==> config.mk <==
export PLATFORM = sky130hd
export DESIGN_NAME = hrpwm_edge_ctl
export DESIGN_NICKNAME = d
export VERILOG_FILES = /design/src/rtl/hrpwm_edge_ctl.sv
export SDC_FILE = /design/constraint.sdc
export NUM_CORES = 1
export LEC_CHECK = 0
export BUFFER_PORTS_ARGS = -buffer_cell sky130_fd_sc_hd__buf_2
export CAP_MARGIN = 10
export CORE_ASPECT_RATIO = 0.7
export CORE_MARGIN = 4
export CORE_UTILIZATION = 55
export CTS_CLUSTER_SIZE = 30
export DETAILED_ROUTE_END_ITERATION = 8
export GPL_TIMING_DRIVEN = 0
export PLACE_DENSITY_LB_ADDON = 0.05
export SLEW_MARGIN = 20
export SYNTH_ARGS = -nofsm -noshare
export SYNTH_HDL_FRONTEND = slang
export SYNTH_SLANG_ARGS = --single-unit
==> constraint.sdc <==
create_clock -name clk -period 12.15 [get_ports clk]
set_clock_uncertainty 0.05 [all_clocks]
set_input_delay 0.6075 -clock clk [delete_from_list [all_inputs] [get_ports clk]]
set_output_delay 0.6075 -clock clk [all_outputs]
set_load 0.01 [all_outputs]
==> src/rtl/hrpwm_edge_ctl.sv <==
module hrpwm_edge_ctl #(
  parameter int CNT_W   = 16,
  parameter int FRAC_W  = 8,
  parameter int SCALE_W = 8
) (
  input  logic               clk,
  input  logic               rst_n,
  input  logic [1:0]         cfg_edge_mode,
  input  logic [1:0]         cfg_load_sel,
  input  logic [SCALE_W-1:0] step_scale,
  input  logic               prd_wr,
  input  logic [CNT_W-1:0]   prd_data,
  input  logic               cmp_wr,
  input  logic [CNT_W-1:0]   cmp_data,
  input  logic [FRAC_W-1:0]  cmp_frac_data,
  input  logic               phs_wr,
  input  logic [FRAC_W-1:0]  phs_frac_data,
  output logic               pwm_out,
  output logic [SCALE_W-1:0] rise_code,
  output logic               rise_stb,
  output logic [SCALE_W-1:0] fall_code,
  output logic               fall_stb
);
  localparam logic [1:0] EM_RISE = 2'd0;
  localparam logic [1:0] EM_FALL = 2'd1;
  localparam logic [1:0] EM_BOTH = 2'd2;
  localparam logic [1:0] LD_ZERO = 2'd0;
  localparam logic [1:0] LD_PRD  = 2'd1;
  localparam int PROD_W = FRAC_W + SCALE_W;

  logic [CNT_W-1:0]  cnt, prd_act, cmp_act, cmp_sh;
  logic [FRAC_W-1:0] cfrac_act, cfrac_sh, phs_act;

  wire at_zero  = (cnt == '0);
  wire at_prd   = (cnt == prd_act);
  wire wrap     = (cnt >= prd_act);
  wire shadowed = ~cfg_load_sel[1];
  wire load_evt = ((cfg_load_sel == LD_ZERO) & at_zero) |
                  ((cfg_load_sel == LD_PRD) & at_prd);

  wire [FRAC_W-1:0]  frac   = (cfg_edge_mode == EM_BOTH) ? phs_act : cfrac_act;
  wire [PROD_W-1:0]  prod   = PROD_W'(frac) * PROD_W'(step_scale);
  wire [SCALE_W-1:0] scaled = SCALE_W'(prod >> FRAC_W);
  wire [SCALE_W-1:0] code   = (scaled > step_scale) ? step_scale : scaled;
  wire               code_nz = (code != '0);

  wire force_low  = (cmp_act == '0);
  wire force_high = ~force_low & (cmp_act > prd_act);
  wire live       = ~force_low & ~force_high;
  wire hit_rise   = live & at_zero;
  wire hit_fall   = live & (cnt == cmp_act);
  wire rise_on    = (cfg_edge_mode == EM_RISE) | (cfg_edge_mode == EM_BOTH);
  wire fall_on    = (cfg_edge_mode == EM_FALL) | (cfg_edge_mode == EM_BOTH);
  wire rise_go    = hit_rise & rise_on & code_nz;
  wire fall_go    = hit_fall & fall_on & code_nz;

  always_ff @(posedge clk or negedge rst_n) begin
    if (!rst_n) begin
      cnt     <= '0;
      prd_act <= '0;
      phs_act <= '0;
    end else begin
      cnt <= wrap ? '0 : cnt + 1'b1;
      if (prd_wr) prd_act <= prd_data;
      if (phs_wr) phs_act <= phs_frac_data;
    end
  end

  always_ff @(posedge clk or negedge rst_n) begin
    if (!rst_n) begin
      cmp_sh    <= '0;
      cfrac_sh  <= '0;
      cmp_act   <= '0;
      cfrac_act <= '0;
    end else begin
      if (cmp_wr) begin
        cmp_sh   <= cmp_data;
        cfrac_sh <= cmp_frac_data;
      end
      if (!shadowed) begin
        if (cmp_wr) begin
          cmp_act   <= cmp_data;
          cfrac_act <= cmp_frac_data;
        end
      end else if (load_evt) begin
        cmp_act   <= cmp_sh;
        cfrac_act <= cfrac_sh;
      end
    end
  end

  always_ff @(posedge clk or negedge rst_n) begin
    if (!rst_n) begin
      pwm_out   <= 1'b0;
      rise_stb  <= 1'b0;
      fall_stb  <= 1'b0;
      rise_code <= '0;
      fall_code <= '0;
    end else begin
      if (force_low)       pwm_out <= 1'b0;
      else if (force_high) pwm_out <= 1'b1;
      else if (hit_rise)   pwm_out <= 1'b1;
      else if (hit_fall)   pwm_out <= 1'b0;
      rise_stb  <= rise_go;
      fall_stb  <= fall_go;
      rise_code <= rise_go ? code : '0;
      fall_code <= fall_go ? code : '0;
    end
  end

  AST_ZERO_CMP_LOW: assert property (@(posedge clk) disable iff (!rst_n)
    (cmp_act == '0) |=> !pwm_out);
  AST_BIG_CMP_HIGH: assert property (@(posedge clk) disable iff (!rst_n)
    ((cmp_act != '0) && (cmp_act > prd_act)) |=> pwm_out);
  AST_RISE_STB_WITH_HIGH: assert property (@(posedge clk) disable iff (!rst_n)
    rise_stb |-> pwm_out);
  AST_FALL_STB_WITH_LOW: assert property (@(posedge clk) disable iff (!rst_n)
    fall_stb |-> !pwm_out);
  AST_NO_RISE_IN_FALL_MODE: assert property (@(posedge clk) disable iff (!rst_n)
    rise_stb |-> ($past(cfg_edge_mode) != EM_FALL));
  AST_CODE_WITHIN_SCALE: assert property (@(posedge clk) disable iff (!rst_n)
    rise_stb |-> (rise_code <= $past(step_scale)));
  AST_STB_CODE_NONZERO: assert property (@(posedge clk) disable iff (!rst_n)
    (fall_stb |-> (fall_code != '0)) and (!fall_stb |-> (fall_code == '0)));
  AST_CNT_WRAPS: assert property (@(posedge clk) disable iff (!rst_n)
    (cnt > prd_act) |=> (cnt == '0));
endmodule

## Word level (Yosys, flattened, before mapping)

Index checks and enable logic that the tools add are counted.

- Bits in registers: 107
- Word-level logic and storage cells: 61

- Reductions and logical operators: 8
- $lt $le $gt $ge: 3
- Eq/ne operators: 6
- $add $sub $neg: 1
- Multipliers: 1
- Bitwise operators: 15
- Mux-type cells: 15

Operator list:

| cell | number |
|---|---|
| 16-bit 2-to-1 mux | 4 |
| 8-bit 2-to-1 mux | 7 |
| 16-bit == test | 2 |
| 16-bit zero test | 2 |
| 16-bit by 1-bit adder with 16-bit output, second input constant | 1 |
| 16-bit >= comparator | 1 |
| 16-bit > comparator | 1 |
| 8-bit by 8-bit multiplier with 16-bit output | 1 |
| 1-bit bitwise AND | 10 |
| 8-bit > comparator | 1 |
| 8-bit nonzero test | 1 |
| 2-bit by 1-bit == test with 1-bit output, second input constant | 2 |
| 2-bit zero test | 2 |
| 1-bit 2-to-1 mux | 4 |
| 4-bit nonzero test | 1 |
| 1-bit bitwise OR | 3 |
| 2-bit == test, second input constant | 1 |
| 2-bit by 1-bit inequality test with 1-bit output, second input constant | 1 |
| 1-bit NOT | 2 |
| 2-bit AND reduction | 1 |
| 2-bit nonzero test | 1 |

## Longest topological paths before layout

Gate-level depths: netlist of the first run.

- Word-level depth: 10
- Mapped depth: 27

## Least setup slack after synthesis of the first run

OpenSTA, ideal clock, no wires.

- Path kind: input -> register
- Start point: input port cfg_edge_mode[0]
- End point: register fall_stb
- Cell stages on the path: 24
- Buffers on the path: 2
- Setup slack: 5.374 ns
- Setup time: 0.153 ns
- Arrival: 6.573 ns
- Required time: 11.947 ns
- Path through: inv_1 ha_1 buf_6 mux2i_1 nor2_1 fa_1 fa_1 fa_1 inv_1 fa_1 inv_1 ha_1 clkbuf_1 a21oi_1 o21ai_0 a2111oi_1 or3_4 xnor2_4 ha_1 nand4_1 or3_1 and2_1 o21ai_0 a41oi_1

- Cells in the longest elaborated chain, start to end: 7
- Elaborated cells on any way between the ends: 10
- Those cells by class: mul: 1; order compare: 1; eq/ne: 2; mux: 2; bitwise: 3; reduce/logical: 1

RTL lines:

| item | RTL line | text |
|---|---|---|
| start: declaration | 8 | `input logic [1:0] cfg_edge_mode,` |
| 2-bit == test | 41, 53 |  |
| 8-bit 2-to-1 mux | 41 | `wire [FRAC_W-1:0] frac = (cfg_edge_mode == EM_BOTH) ? phs_act : cfrac_act;` |
| 8-bit by 8-bit multiplier with 16-bit output | 42 | `wire [PROD_W-1:0] prod = PROD_W'(frac) * PROD_W'(step_scale);` |
| 8-bit > comparator | 44 | `wire [SCALE_W-1:0] code = (scaled > step_scale) ? step_scale : scaled;` |
| 8-bit 2-to-1 mux | 44 |  |
| 8-bit nonzero test | 45 | `wire code_nz = (code != '0);` |
| 1-bit bitwise AND * | 55 | `wire fall_go = hit_fall & fall_on & code_nz;` |
| named net fall_go | 55 |  |
| end signal: assignment | 105 | `fall_stb <= fall_go;` |
| end: declaration | 22 | `output logic fall_stb` |

Mark *: on every way through the listed nets, which the timed path passes. The rest lies on a longest branch.
A chain may end at the register's enable or synchronous reset.

## Worst setup path after layout of the first run

Ends and elaborated chain as after synthesis.

==> metrics.txt, run 1 <==
Post-DRT Antenna Nets 0; CP Class in -> reg; leading area contributor after synthesis dfrtp_1; Area contributors post-synth dfrtp_1, ha_1, fa_1; fin. max-slew vios 0; Placer Congestion 0.970; CTS root buf clkbuf_16; Post-Synthesis Cell Area 7670 sq um; Setup TNS Final 0 ns; CP max-delay cell mux2i_1; critical path required time 12.30 ns; fmax 0.130 GHz; via density per instance 5.73; diode count 0; Final Non-Filler Cells 1051; Final Instance Area 8640 sq um; crit path capture type flop; worst hold path type in -> async; global route total overflow 0; CTS tree yes; Initial Util 0.573; Setup WS pre-CTS 4.23 ns; area fraction of the dominant cell type after synthesis 0.349; RSZ-0062 raised after global routing no; worst-margin pin slew 0.938 ns; die extent in y 107 um; DP Area 8340 sq um; Async S/R FF share, synth 1.00; Skew-Pair Late Insertion Delay 0.35 ns; DRC 0; Setup violations, final 0; initial antenna violation count 0; relative slew slack 0.356; Syn Inst Count 769; DP Wirelength 15800 um; first-pass GRT wire length 31400 um; clk sinks 107; top-count cell post-synth dfrtp_1; Final nets 1038; DR iter-0 viols 549; Resized Gates After CTS 0; CTS buffer count 9; Post-synth EDFFs 0; Final Worst Setup Slack 4.47 ns; Ports 84; overall routed net length 19200 um; dpl cells 1035; DIE WIDTH 149 um; Synth Flop Type dfrtp_1; Layout area overhead 12.6%; drt first pass iters 5; Worst path most repeated cell fa_1; Post-CTS Setup Bufs 0; Seq/Total Area, Yosys 0.349; clock-pin slew on the worst setup and hold paths 0.08 ns; Yosys reg bits 107; Via Count 6018; Port Buffers 80; Arr. time, crit path 7.83 ns; Filler Cells Inserted 1142; share of cells above drive strength 1 0.164; Period Utilization, post-route 0.632; LEAKAGE 4.30 nW; status finished, final reports clean; synth cell count leaders dfrtp_1, ha_1, nor2_1; CP Max Fanout 9; die area 15900 sq um; Max VDD drop 0.121 mV; largest net degree at the start of global routing 67; final core occ 0.645; slowest stage delay, CP 0.79 ns; row cnt 35; Final Hold Fails 0; hold buffer count at CTS 0; PwrDens 213 nW/um^2; Ys Warns 0; DR WL/cell 18.3 um; total global-route track usage 0.250; Yosys cell types 55; max cap viols 0; Synth Net Count 946; startpoint types input port; vias in the first global route 6000; clock buffer depth 2; core area 13400 sq um; H-tree lvl count 3; Min Clock Period, post-route 7.68 ns; Mean Syn Cell Area 9.98 sq um
[layer usage]
metal  global-route usage  share of wire
met1                0.406           0.51
met2                0.342           0.40
met3               0.0524          0.090
met4               0.0470         0.0081
met5                    0              0
[layout make-up]
cell class | count | area, sq um | share of cell area
clock inverters | 6 | 60.1 | 0.00695
well taps | 185 | 231 | 0.0268
clock buffers | 10 | 239 | 0.0277
repair buffers | 81 | 434 | 0.0503
multi-input cells | 562 | 4610 | 0.534
flip-flops and latches | 107 | 2680 | 0.310
plain buffers | 26 | 105 | 0.0122
inverters | 74 | 278 | 0.0322
[worst paths after layout]
path,start,end,slack (ns),depth (start not counted)
setup / recovery,cfg_edge_mode[0],fall_stb$_DFF_PN0_,4.47,25
hold / removal,rst_n,prd_act[13]$_DFFE_PN0P_,0.12,1
setup reg to reg,phs_act[2]$_DFFE_PN0P_,fall_stb$_DFF_PN0_,4.95,21
hold reg to reg,cfrac_act[6]$_DFFE_PN0P_,cfrac_act[6]$_DFFE_PN0P_,0.45,2
max in group asynchronous,rst_n,cmp_act[12]$_DFFE_PN0P_,11.29,2
min in group clk,prd_data[15],prd_act[15]$_DFFE_PN0P_,0.43,3
[through the flow]
step / total power, mW / hold slack, ns
after floorplan: 1.26 / 0.262
after global placement: 1.48 / 0.431
after detailed placement: 1.53 / 0.430
after CTS: 1.83 / 0.124
after global routing: 1.99 / 0.134
final: 1.84 / 0.116
[worst max-delay path, delay by kind of cell]
family	cells	cell delay (ns)
AND/OR/NAND/NOR	5	1.33
adder cells (fa/ha/maj)	7	2.88
buffers and inverters	6	0.77
XOR/XNOR	1	0.15
AO/OA/AOI/OAI	5	1.28
multiplexers	1	0.79
[flip-flops by register name, summed over array words and instances, names as in the netlist]
register,count
cfrac_act,8
fall_stb,1
rise_code,8
phs_act,8
rise_stb,1
fall_code,8
cfrac_sh,8
cmp_sh,16
cmp_act,16
cnt,16
pwm_out,1
prd_act,16
[where the power goes]
part           leakage [nW]  internal [mW]  switching (mW)
Combinational          2.82          0.431           0.658
Clock                 0.145          0.149           0.141
Sequential             1.33          0.400          0.0587
Total                  4.30          0.981           0.857
[logic make-up after synthesis]
| group | share of synthesized area |
|---|---|
| simple gates | 0.137 |
| xor+xnor | 0.0458 |
| fa+ha+maj | 0.217 |
| buf+inv | 0.0499 |
| compound gates | 0.0986 |
| mux | 0.103 |
| flops | 0.349 |
[placed cells by master (no fill, tap or decap), types with 4 or more instances in the layout]
master,n
dfrtp_1,107
buf_2,79
ha_1,77
nor2_1,73
inv_1,71
o21ai_0,55
nand2_1,49
mux2i_1,37
fa_1,35
mux2_2,33
clkbuf_1,23
xnor2_1,23
nand4_1,21
nor3_1,21
a21oi_1,17
nand3_1,16
xor2_1,14
nand2b_1,12
clkbuf_16,9
nor2b_1,8
o21a_1,8
a21o_1,8
nor4_1,8
a31oi_1,5
o211ai_1,4
(Power assumes the default switching activity.)
==> run 2, diff against run 1 <==
Clock period 12.15 ns to 8.05 ns, I/O delays scaled along.
==> run 2 against run 1 <==
  * Largest power group unchanged
  * Non-clock buffer count rose by 1
  * Critical path depth is the same
  * Worst setup slack got worse by 3.9 ns
  * Total power is 51% higher
  * Clock power up 51%
  * Largest cell class unchanged
  * Sequential share of layout area is essentially flat
  * Clock-buffer cell count unchanged
  * Die area unchanged
==> metrics.txt, run 2 (synthesis results as in run 1) <==
Skew-Pair Late Insertion Delay 0.35 ns; startpoint types input port; Arr. time, crit path 7.64 ns; dpl cells 1035; share of cells above drive strength 1 0.164; reg2reg path depth 21; initial antenna violation count 0; Setup violations, final 0; status finished, final reports clean; CP Max Fanout 9; fin. max-slew vios 0; reg2reg start phs_act[2]$_DFFE_PN0P_; total global-route track usage 0.250; RSZ-0062 raised after global routing no; worst hold path type in -> reg; Setup TNS Final 0 ns; PwrDens 320 nW/um^2; Setup crit start cfg_edge_mode[0]; Post-DRT Antenna Nets 0; CTS buffer count 9; Ports 84; Final Hold Fails 0; crit path capture type flop; Via Count 6018; worst-margin pin slew 0.975 ns; most frequent cells in the layout dfrtp_1, buf_2, ha_1; diode count 0; DR WL/cell 18.3 um; Final Non-Filler Cells 1052; DRC 0; clk sinks 107; overall routed net length 19200 um; DR iter-0 viols 507; H-tree lvl count 3; relative slew slack 0.332; DIE WIDTH 149 um; LEAKAGE 4.30 nW; Period Utilization, post-route 0.930; commonest non-fill, non-tap cell in the layout dfrtp_1; drt first pass iters 5; max cap viols 0; CTS root buf clkbuf_16; via density per instance 5.72; Initial Util 0.573; Port Buffers 80; Final nets 1039; Placer Congestion 0.970; fmax 0.134 GHz; critical path required time 8.20 ns; CTS tree yes; CP Class in -> reg; vias in the first global route 6000; Min Clock Period, post-route 7.49 ns; largest net degree at the start of global routing 67; core area 13400 sq um; die extent in y 107 um; worst flop-to-flop path endpoint fall_stb$_DFF_PN0_; Layout area overhead 12.7%; CP endpoint fall_stb$_DFF_PN0_; clock buffer depth 2; die area 15900 sq um; global route total overflow 0; row cnt 35; flop-to-flop setup slack 0.84 ns; clock-pin slew on the worst setup and hold paths 0.08 ns; first-pass GRT wire length 31400 um; DP Wirelength 15800 um; Max VDD drop 0.182 mV
run 2: metrics by stage:
| step | instance area [sq um] | power [mW] | utilization | hold slack (ns) | worst slack [ns] |
|---|---|---|---|---|---|
| after floorplan | 7670 | 1.90 | - | 0.0569 | 1.48 |
| after global placement | 8310 | 2.23 | 0.620 | 0.431 | 0.433 |
| after detailed placement | 8340 | 2.30 | 0.622 | 0.293 | 0.333 |
| after CTS | 8650 | 2.76 | 0.645 | 0.214 | 0.680 |
| after global routing | 8650 | 3.01 | 0.645 | 0.221 | 0.242 |
| final | 8650 | 2.77 | 0.645 | 0.225 | 0.560 |
run 2: report_power, final:
part | internal [mW] | switching, mW | total (mW)
Clock | 0.226 | 0.213 | 0.438
Combinational | 0.651 | 0.987 | 1.64
Sequential | 0.604 | 0.0888 | 0.693
run 2: routing by layer:
metal / wire [um] / global-route usage / part of all wire
met3: 1720 / 0.0524 / 0.089
met5: 0 / 0 / 0
met1: 9820 / 0.406 / 0.51
met2: 7490 / 0.342 / 0.39
met4: 214 / 0.0470 / 0.011
run 2: area by class of cell:
cell class                      instances  area [sq um]
Buffer                                 26           105
Clock buffer                           10           239
Clock inverter                          6          60.1
Fill cell                            1141          4750
Inverter                               74           278
Multi-Input combinational cell        562          4610
Sequential cell                       107          2680
Tap cell                              185           231
Timing Repair Buffer                   82           444
run 2: how the worst min path moves through the flow:
stage / from / to / slack [ns] / cells after the start
global route: phs_frac_data[7] / phs_act[7]$_DFFE_PN0P_ / 0.22 / 2
floorplan: rst_n / cfrac_act[0]$_DFFE_PN0P_ / 0.06 / 0
CTS: prd_data[14] / prd_act[14]$_DFFE_PN0P_ / 0.21 / 3
finish: prd_data[15] / prd_act[15]$_DFFE_PN0P_ / 0.22 / 3
global placement: cfrac_act[6]$_DFFE_PN0P_ / cfrac_act[6]$_DFFE_PN0P_ / 0.43 / 2
detailed placement: rst_n / prd_act[13]$_DFFE_PN0P_ / 0.29 / 1
run 2: what timing repair did:
item | 4_1_cts | 5_1_grt
gates resized for setup | 0 | 0
endpoints found under the hold margin | 41 | 0
hold buffers | 1 | 0
setup endpoints to repair | 0 | 0
buffers inserted | 0 | 0
run 2: worst max-delay path, cell delays in order:
cell and delay (ns):
buf_2 0.09, inv_1 0.09, ha_1 0.18, buf_6 0.18, mux2i_1 0.81, nor2_1 0.15, fa_1 0.55, fa_1 0.52
fa_1 0.55, inv_1 0.06, fa_1 0.53, inv_1 0.04, ha_1 0.27, clkbuf_1 0.30, a21oi_1 0.18, o21ai_0 0.35
a2111oi_1 0.10, or3_4 0.43, xnor2_4 0.15, ha_1 0.29, nand4_1 0.11, or3_1 0.43, and2_1 0.21, o21ai_0 0.43
a41oi_1 0.20
==> run 3, diff against run 2 <==
Settings changed: CORE_UTILIZATION 55 to 60, TNS_END_PERCENT from default to 30.
==> run 3 against run 2 <==
  * Critical path depth unchanged
  * Sequential cell count did not move
  * Register-to-register slack gained 0.09 ns
  * Via count rose by 1.7%
  * Combinational power about the same
  * Die area fell by 7.8%
  * Total power fell by 0.46%
  * Maximum frequency increased by 1.8%
  * Critical endpoint unchanged
  * Largest power group unchanged
  * First-iteration DRC count is 20% lower
==> metrics.txt, run 3 (synthesis results as in run 1) <==
status finished, final reports clean; CP max-delay cell mux2i_1; Layout area overhead 12.4%; slowest stage delay, CP 0.81 ns; Setup TNS Final 0 ns; worst hold path type in -> reg; largest net degree at the start of global routing 77; DIE WIDTH 143 um; Final Instance Area 8620 sq um; sw frac 0.466; diode count 0; overall routed net length 18900 um; die area 14700 sq um; via density per instance 5.95; DR iter-0 viols 406; Arr. time, crit path 7.50 ns; Min Clock Period, post-route 7.36 ns; Final nets 1039; critical path required time 8.19 ns; first-pass GRT wire length 30800 um; Post-DRT Antenna Nets 0; fmax 0.136 GHz; CTS buffer count 9; total global-route track usage 0.266; H-tree lvl count 3; Setup violations, final 0; DRC 0; Via Count 6123; Port Buffers 80; DP Area 8310 sq um; CTS root buf clkbuf_16; clock buffer depth 2; RSZ-0062 raised after global routing no; Final Hold Fails 0; share of cells above drive strength 1 0.164; Max VDD drop 0.227 mV; Resized Gates After CTS 0; Sw Pwr 1.29 mW; row cnt 34; clk sinks 107; Placer Congestion 0.921; drt first pass iters 5; crit path capture type flop; Largest delay share family, worst path adder cells; Int Pwr 1.47 mW; CP Max Fanout 9; max cap viols 0; DP Wirelength 15400 um; worst-margin pin slew 0.951 ns; Period Utilization, post-route 0.914; core area 12500 sq um; most frequent cells in the layout dfrtp_1, buf_2, ha_1; Initial Util 0.616; LEAKAGE 4.30 nW; CTS tree yes; commonest non-fill, non-tap cell in the layout dfrtp_1; Ports 84; Sequential Power Share 0.252; startpoint types input port; fin. max-slew vios 0; DR WL/cell 18.4 um; Skew-Pair Late Insertion Delay 0.35 ns; relative slew slack 0.348; initial antenna violation count 0; Clk pwr share 0.159; Combinational Power Share 0.589; clock-pin slew on the worst setup and hold paths 0.07 ns; global route total overflow 0; PwrDens 320 nW/um^2; vias in the first global route 5950; Worst path most repeated cell fa_1; die extent in y 103 um; Post-CTS Setup Bufs 0; WP buf/inv 6; CP Class in -> reg
## run 3: routing by layer
layer	vias to the layer above	share of wire	GRT usage
met2	242	0.42	0.392
li1	2847	-	-
met1	3011	0.49	0.416
met5	-	0	0
met3	23	0.086	0.0542
met4	0	0.013	0.0446
## run 3: worst reg2reg max path, delay by kind of cell (launching register included)
kind	cells	cell delay [ns]
AOI/OAI and AO/OA	5	1.18
muxes	1	0.75
buffers and inverters	3	0.40
adders and majority gates	6	2.65
xor gates and xnor gates	1	0.15
DFF	1	0.39
and+or+nand+nor	5	1.36
## run 3: worst paths after layout
path / from / to / slack, ns / cells past startpoint
worst min register to register: cfrac_act[4]$_DFFE_PN0P_ / cfrac_act[4]$_DFFE_PN0P_ / 0.46 / 2
max in group asynchronous: rst_n / cfrac_act[2]$_DFFE_PN0P_ / 6.84 / 3
worst min-delay path: prd_data[13] / prd_act[13]$_DFFE_PN0P_ / 0.22 / 3
worst max-delay path: cfg_edge_mode[0] / fall_stb$_DFF_PN0_ / 0.69 / 25
min in group asynchronous: rst_n / prd_act[14]$_DFFE_PN0P_ / 0.46 / 2
worst max register to register: phs_act[3]$_DFFE_PN0P_ / fall_stb$_DFF_PN0_ / 0.93 / 21
## run 3: layout make-up
type	instances	area, sq um
fill	1007	3840
clock buffer	9	225
buffer	26	105
clock inverter	7	77.6
sequential	107	2680
tap	162	203
inverter	74	278
timing repair buffer	82	444
multi-input combinational	562	4610
## run 3: metrics by stage
step           hold slack [ns]  utilization  std cells  power [mW]  worst slack (ns)
2_1_floorplan           0.0569            -        769        1.90              1.48
3_3_place_gp             0.438        0.664       1011        2.24             0.512
3_5_place_dp             0.256        0.667       1012        2.29             0.436
4_1_cts                  0.210        0.692       1029        2.75             0.784
5_1_grt                  0.222        0.692       1029        2.99             0.337
6_report                 0.218        0.692       1029        2.76             0.692
## run 3: repair_timing
action / CTS / global route
setup endpoints to repair: 0 / 0
hold buffers: 1 / 0
hold endpoints to repair: 31 / 0
## run 3: power by group through the flow
stage	logic, mW	clock network, mW	registers, mW
CTS	1.61	0.445	0.691
global placement	1.54	0	0.698
global route	1.82	0.471	0.700
detailed placement	1.59	0	0.702
floorplan	1.23	0	0.668
finish	1.62	0.438	0.694
